$ cat src/rtl/blk_dma_pkg.sv
package blk_dma_pkg;

  localparam int ADDR_W     = 32;
  localparam int DATA_W     = 32;
  localparam int WORD_BYTES = 4;

  localparam logic [31:0] RAM_ADDR_MASK = 32'h001F_FFFC;
  localparam logic [31:0] LINK_PTR_MASK = 32'h001F_FFFF;
  localparam logic [31:0] LINK_END_WORD = 32'h00FF_FFFF;

  typedef enum logic [1:0] {
    ST_IDLE = 2'd0,
    ST_RUN  = 2'd1,
    ST_FIN  = 2'd2
  } seq_state_e;

  typedef enum logic {
    XFER_TO_PERIPH = 1'b0,
    XFER_TBL_CLEAR = 1'b1
  } xfer_dir_e;

endpackage

$ cat src/rtl/dma_seq_ctrl.sv
module dma_seq_ctrl
  import blk_dma_pkg::*;
#(
  parameter int CNT_W = 16
) (
  input  logic             clk,
  input  logic             rst_n,
  input  logic             start_i,
  input  logic [CNT_W-1:0] count_i,
  output logic             load_o,
  output logic             adv_o,
  output logic             last_o,
  output logic             busy_o,
  output logic             done_o
);

  seq_state_e       st_q, st_n;
  logic [CNT_W-1:0] rem_q, rem_n;
  logic             rem_en;

  // next-state logic
  always_comb begin
    st_n  = st_q;
    rem_n = rem_q;
    unique case (st_q)
      ST_IDLE: begin
        if (start_i) begin
          rem_n = count_i;
          st_n  = (count_i == '0) ? ST_FIN : ST_RUN;
        end
      end
      ST_RUN: begin
        rem_n = rem_q - CNT_W'(1);
        if (rem_q == CNT_W'(1)) begin
          st_n = ST_FIN;
        end
      end
      ST_FIN:  st_n = ST_IDLE;
      default: st_n = ST_IDLE;
    endcase
  end

  assign load_o = (st_q == ST_IDLE) && start_i;
  assign adv_o  = (st_q == ST_RUN);
  assign last_o = (st_q == ST_RUN) && (rem_q == CNT_W'(1));
  assign busy_o = (st_q != ST_IDLE);
  assign done_o = (st_q == ST_FIN);
  assign rem_en = load_o | adv_o;

  // state register
  always_ff @(posedge clk or negedge rst_n) begin
    if (!rst_n) begin
      st_q <= ST_IDLE;
    end else begin
      st_q <= st_n;
    end
  end

  // remaining-word counter, clock-enabled
  always_ff @(posedge clk or negedge rst_n) begin
    if (!rst_n) begin
      rem_q <= '0;
    end else if (rem_en) begin
      rem_q <= rem_n;
    end
  end

endmodule

$ cat src/rtl/dma_addr_walk.sv
module dma_addr_walk
  import blk_dma_pkg::*;
#(
  parameter int ADDR_W = blk_dma_pkg::ADDR_W
) (
  input  logic              clk,
  input  logic              rst_n,
  input  logic              load_i,
  input  logic              adv_i,
  input  logic [ADDR_W-1:0] base_i,
  input  logic              dec_i,
  output logic [ADDR_W-1:0] cur_addr_o,
  output logic [ADDR_W-1:0] ram_addr_o
);

  localparam logic [ADDR_W-1:0] STEP     = ADDR_W'(WORD_BYTES);
  localparam logic [ADDR_W-1:0] RAM_MASK = ADDR_W'(RAM_ADDR_MASK);

  logic [ADDR_W-1:0] addr_q, addr_n;
  logic              dec_q;
  logic              addr_en;

  assign addr_en = load_i | adv_i;

  // next running address
  always_comb begin
    if (load_i) begin
      addr_n = base_i;
    end else if (dec_q) begin
      addr_n = addr_q - STEP;
    end else begin
      addr_n = addr_q + STEP;
    end
  end

  always_ff @(posedge clk or negedge rst_n) begin
    if (!rst_n) begin
      addr_q <= '0;
    end else if (addr_en) begin
      addr_q <= addr_n;
    end
  end

  always_ff @(posedge clk or negedge rst_n) begin
    if (!rst_n) begin
      dec_q <= 1'b0;
    end else if (load_i) begin
      dec_q <= dec_i;
    end
  end

  assign cur_addr_o = addr_q;
  assign ram_addr_o = addr_q & RAM_MASK;

endmodule

$ cat src/rtl/dma_word_path.sv
module dma_word_path
  import blk_dma_pkg::*;
#(
  parameter int ADDR_W = blk_dma_pkg::ADDR_W,
  parameter int DATA_W = blk_dma_pkg::DATA_W
) (
  input  logic              clk,
  input  logic              rst_n,
  input  logic              rd_issue_i,
  input  logic              last_i,
  input  logic [ADDR_W-1:0] cur_addr_i,
  input  logic [DATA_W-1:0] rdata_i,
  output logic [DATA_W-1:0] wdata_o,
  output logic              gp_we_o,
  output logic [DATA_W-1:0] gp_data_o
);

  localparam logic [ADDR_W-1:0] STEP     = ADDR_W'(WORD_BYTES);
  localparam logic [ADDR_W-1:0] PTR_MASK = ADDR_W'(LINK_PTR_MASK);
  localparam logic [DATA_W-1:0] END_WORD = DATA_W'(LINK_END_WORD);

  logic [ADDR_W-1:0] link_ptr;
  logic              rd_pend_q;

  // table-clear data source: pointer to the word below, end marker last
  assign link_ptr = (cur_addr_i - STEP) & PTR_MASK;
  assign wdata_o  = last_i ? END_WORD : DATA_W'(link_ptr);

  // read-return tracking for the peripheral strobe
  always_ff @(posedge clk or negedge rst_n) begin
    if (!rst_n) begin
      rd_pend_q <= 1'b0;
    end else begin
      rd_pend_q <= rd_issue_i;
    end
  end

  assign gp_we_o   = rd_pend_q;
  assign gp_data_o = rdata_i;

endmodule

$ cat src/rtl/blk_dma_engine.sv
module blk_dma_engine
  import blk_dma_pkg::*;
#(
  parameter int ADDR_W = blk_dma_pkg::ADDR_W,
  parameter int DATA_W = blk_dma_pkg::DATA_W,
  parameter int CNT_W  = 16
) (
  input  logic              clk,
  input  logic              rst_n,
  input  logic              start_i,
  input  logic [ADDR_W-1:0] base_i,
  input  logic [CNT_W-1:0]  count_i,
  input  logic              step_dec_i,
  input  logic              mode_i,
  output logic              mem_req_o,
  output logic              mem_we_o,
  output logic [ADDR_W-1:0] mem_addr_o,
  output logic [DATA_W-1:0] mem_wdata_o,
  input  logic [DATA_W-1:0] mem_rdata_i,
  output logic              gp_we_o,
  output logic [DATA_W-1:0] gp_data_o,
  output logic              busy_o,
  output logic              done_o
);

  logic              load, adv, last;
  logic [ADDR_W-1:0] cur_addr;
  xfer_dir_e         dir_q;

  dma_seq_ctrl #(.CNT_W(CNT_W)) u_ctrl (
    .clk     (clk),
    .rst_n   (rst_n),
    .start_i (start_i),
    .count_i (count_i),
    .load_o  (load),
    .adv_o   (adv),
    .last_o  (last),
    .busy_o  (busy_o),
    .done_o  (done_o)
  );

  dma_addr_walk #(.ADDR_W(ADDR_W)) u_addr (
    .clk        (clk),
    .rst_n      (rst_n),
    .load_i     (load),
    .adv_i      (adv),
    .base_i     (base_i),
    .dec_i      (step_dec_i),
    .cur_addr_o (cur_addr),
    .ram_addr_o (mem_addr_o)
  );

  always_ff @(posedge clk or negedge rst_n) begin
    if (!rst_n) begin
      dir_q <= XFER_TO_PERIPH;
    end else if (load) begin
      dir_q <= xfer_dir_e'(mode_i);
    end
  end

  dma_word_path #(.ADDR_W(ADDR_W), .DATA_W(DATA_W)) u_path (
    .clk        (clk),
    .rst_n      (rst_n),
    .rd_issue_i (adv && (dir_q == XFER_TO_PERIPH)),
    .last_i     (last),
    .cur_addr_i (cur_addr),
    .rdata_i    (mem_rdata_i),
    .wdata_o    (mem_wdata_o),
    .gp_we_o    (gp_we_o),
    .gp_data_o  (gp_data_o)
  );

  assign mem_req_o = adv;
  assign mem_we_o  = adv && (dir_q == XFER_TBL_CLEAR);

endmodule

$ cat config.mk
export PLATFORM = sky130hd
export DESIGN_NAME = blk_dma_engine
export DESIGN_NICKNAME = d
export VERILOG_FILES = /design/src/rtl/blk_dma_pkg.sv /design/src/rtl/dma_seq_ctrl.sv /design/src/rtl/dma_addr_walk.sv /design/src/rtl/dma_word_path.sv /design/src/rtl/blk_dma_engine.sv
export SDC_FILE = /design/constraint.sdc
export NUM_CORES = 1
export LEC_CHECK = 0
export ABC_AREA = 1
export BUFFER_PORTS_ARGS = -buffer_cell sky130_fd_sc_hd__buf_2
export CORE_MARGIN = 2
export CORE_UTILIZATION = 40
export DETAILED_ROUTE_END_ITERATION = 8
export PLACE_DENSITY_LB_ADDON = 0.15
export SYNTH_ARGS = -nofsm -noshare
export SYNTH_HDL_FRONTEND = slang
export SYNTH_SLANG_ARGS = --single-unit
$ cat constraint.sdc
create_clock -name clk -period 3.2 [get_ports clk]
set_input_delay 0.48 -clock clk [delete_from_list [all_inputs] [get_ports clk]]
set_output_delay 0.48 -clock clk [all_outputs]
set_load 0.02 [all_outputs]
==> run metrics <==
run status finished, final reports clean; Bufs on Longest Clock Path 2; Clk Tree Root Cell sky130_fd_sc_hd__clkbuf_8; routed wirelength normalized by instance count 14.3 um; leakage component of the power approximately 2.2 nW; clock latency reported for the late side of the worst-skew pair 0.31 ns; ratio of cells with drive above 1 in the final layout 22.9%; most frequent standard cell in the layout excluding fill and tap cells sky130_fd_sc_hd__nand2_1; CTS tree done; commonest cells after routing, fill and taps aside sky130_fd_sc_hd__nand2_1 (160), sky130_fd_sc_hd__buf_2 (89), sky130_fd_sc_hd__nand3_1 (63); worst-margin pin slew 1.05 ns; DRC violation count after routing 0; largest net degree at the start of global routing 43; routed via count divided by cell count 4.95; drt initial violations 142; unrepaired setup endpoints after global routing no; routability congestion estimate from global placement just under 0.9; Synth Warn # 0; setup-violating endpoint count in the final report 0; count of port buffers added during placement between 80 and 90; delay of the slowest cell on the worst path 0.67 ns; initial core utilization 40.7%; FF-to-FF setup slack 1.17 ns; Worst path slowest cell sky130_fd_sc_hd__nor4_4; Multi-input gate area 2270 um2; height of the die ~110 um; floorplan die area between 10000 and 15000 um2; cell type with the largest total area after synthesis sky130_fd_sc_hd__dfrtp_1; die width 106 um; number of global-route vias before repair 3667; via total after detailed routing 3931; proportion of synthesized chip area in sequential cells 25.2%; final sum of negative setup slack 0 ns; count of cell types in the netlist 45; total standard cell area after synthesis 4160 um2; sequential standard cell area 1050 um2; # Post-CTS Setup Buffers 0; HPWL reported at the end of detailed placement 8450 um; FF-to-FF Start u_ctrl.st_q[0]; maximum frequency from static timing analysis 0.366 GHz; crit path DAT around 2.3 ns; share of Yosys cell area claimed by the top area cell type 25.2%; synthesis-to-finish area growth 3.46%; final hold violation count 0; post-route antenna net violation count 0; data required time of the worst path ~2.7 ns; class of the most critical setup path flop to output pin; Worst setup EP type output pin; # fillers 1125; reg-to-reg endpoint u_addr.cur_addr_o[8]; initial antenna violation count 0; max-capacitance violation count 0; total number of H-tree levels 2; maximum fanout encountered on the critical timing path 9; global-route total usage across every layer 20.3%; TritonCTS Sinks 42; total global routing overflow 0; class of the most critical hold timing path input port to async pin; routed wire length 11400 um; Core Footprint 10200 um2; row cnt 37; Max transition margin between 30% and 40%; first-pass GRT wire length 18400 um; post-cts sizing count 0; number of nets at the end of the flow 746; per-instance average area after synthesis 6.61 um2; hold-fix buffers at CTS 0; final period demand of the worst path 2.73 ns; power density over the cells around 540 nW/um2; flop and latch count out of synthesis between 40 and 50; Final Cycle Share between 80% and 90%; Cell Chain, Critical Path nor2_1, nand4_1, nor4_4, or2_1, buf_2; Layout Skew 0.00890 ns; number of I/O pins 186; Initial DRT Pass Iterations 5; pre-CTS setup slack between 0.8 and 0.9 ns; maximum vdd drop 0.000249 V; post-route worst setup slack 0.471 ns; CP Launch Type flop; total clock buffers created by CTS 5; most area-consuming cells after synthesis sky130_fd_sc_hd__dfrtp_1 (25%), sky130_fd_sc_hd__nand2_1 (14%), sky130_fd_sc_hd__buf_4 (14%); Diodes inserted 0; clock slew seen by the registers of the worst setup and hold paths about 0.10 ns; number of cell instances on the worst register-to-register path 9; Synth Instances 630; final count of pins violating max slew 0
-- power breakdown --
part	switching, mW	leakage [nW]	internal (mW)
Clock	0.237	0.0447	0.158
Sequential	0.215	0.484	0.641
Combinational	0.709	1.63	0.377
Total	1.16	2.16	1.18
-- stage by stage --
| stage | area, um2 | std cells | utilization [%] | hold slack [ns] | total power, mW |
|---|---|---|---|---|---|
| 2_1_floorplan | 4240 | 650 | - | 0.184 | 1.82 |
| 3_3_place_gp | 4210 | 786 | 41.2 | 0.409 | 1.94 |
| 3_5_place_dp | 4210 | 786 | 41.2 | 0.417 | 1.95 |
| 4_1_cts | 4310 | 794 | 42.1 | 0.369 | 2.35 |
| 5_1_grt | 4310 | 794 | 42.1 | 0.387 | 2.50 |
| 6_report | 4310 | 794 | 42.1 | 0.345 | 2.34 |
-- worst max-delay path, delay by kind of cell (launching register included) --
kind                   cells  cell delay [ns]
and+or+nand+nor            4             1.32
DFF                        1             0.45
buffers and inverters      1             0.17
-- logic make-up (layout without fill, tap and decap cells) --
| kind of cell | count (synthesis) | in the layout | synth area share [%] |
|---|---|---|---|
| XOR/XNOR | 16 | 16 | 3.55 |
| flip-flops | 42 | 42 | 25.2 |
| adder cells (fa/ha/maj) | 4 | 4 | 1.20 |
| AND/OR/NAND/NOR | 339 | 339 | 38.1 |
| other | 1 | 21 | 0.0901 |
| buffers and inverters | 158 | 166 | 22.1 |
| AO/OA/AOI/OAI | 70 | 70 | 9.74 |
-- layout make-up --
class | instances | share of cell area, %
tap | 136 | 3.95
multi-input combinational | 450 | 52.7
sequential | 42 | 24.4
clock buffer | 5 | 1.60
timing repair buffer | 94 | 11.2
inverter | 64 | 5.58
clock inverter | 3 | 0.581
-- cell usage after synthesis (all sizes together) --
library cell,count
nand4,6
or2,7
o21a,1
nor3b,1
a21boi,1
nand3,63
xor2,13
a31oi,1
nor4,3
o2111ai,1
ha,4
clkinv,1
inv,63
dfrtp,42
o22ai,4
o31ai,1
nor2,80
o211ai,8
buf,92
nand3b,3
a31o,1
a2bb2oi,1
xnor2,3
nor3,4
a21oi,9
a221oi,1
o221ai,1
a22oi,1
nand2,172
conb,1
o21ai,39
clkbuf,2
-- how the worst max path moves through the flow --
stage                          from         endpoint  slack [ns]  cells past startpoint
4_1_cts            u_ctrl.rem_q[12]  mem_wdata_o[14]        0.47                      5
2_1_floorplan  u_addr.cur_addr_o[2]  mem_wdata_o[12]        1.14                      7
3_3_place_gp       u_ctrl.rem_q[12]  mem_wdata_o[12]        0.85                      5
6_report           u_ctrl.rem_q[12]  mem_wdata_o[14]        0.47                      5
5_1_grt            u_ctrl.rem_q[12]  mem_wdata_o[14]        0.38                      5
3_5_place_dp       u_ctrl.rem_q[12]  mem_wdata_o[14]        0.83                      5
-- routing by layer --
metal | vias to the layer above | track usage [%] | share of wire (%)
li1 | 1971 | - | -
met3 | 31 | 3.37 | 5.9
met2 | 140 | 36.0 | 48
met5 | - | 0 | 0
met4 | 0 | 4.61 | 1.4
met1 | 1789 | 25.9 | 44
-- flip-flops by register name (all words and copies together), names as in the netlist --
signal and count:
dir_q 1, u_addr.dec_q 1, u_ctrl.rem_q 16, u_ctrl.st_q 2
u_path.gp_we_o 1, u_addr.cur_addr_o 21
(Power assumes the default switching activity.)
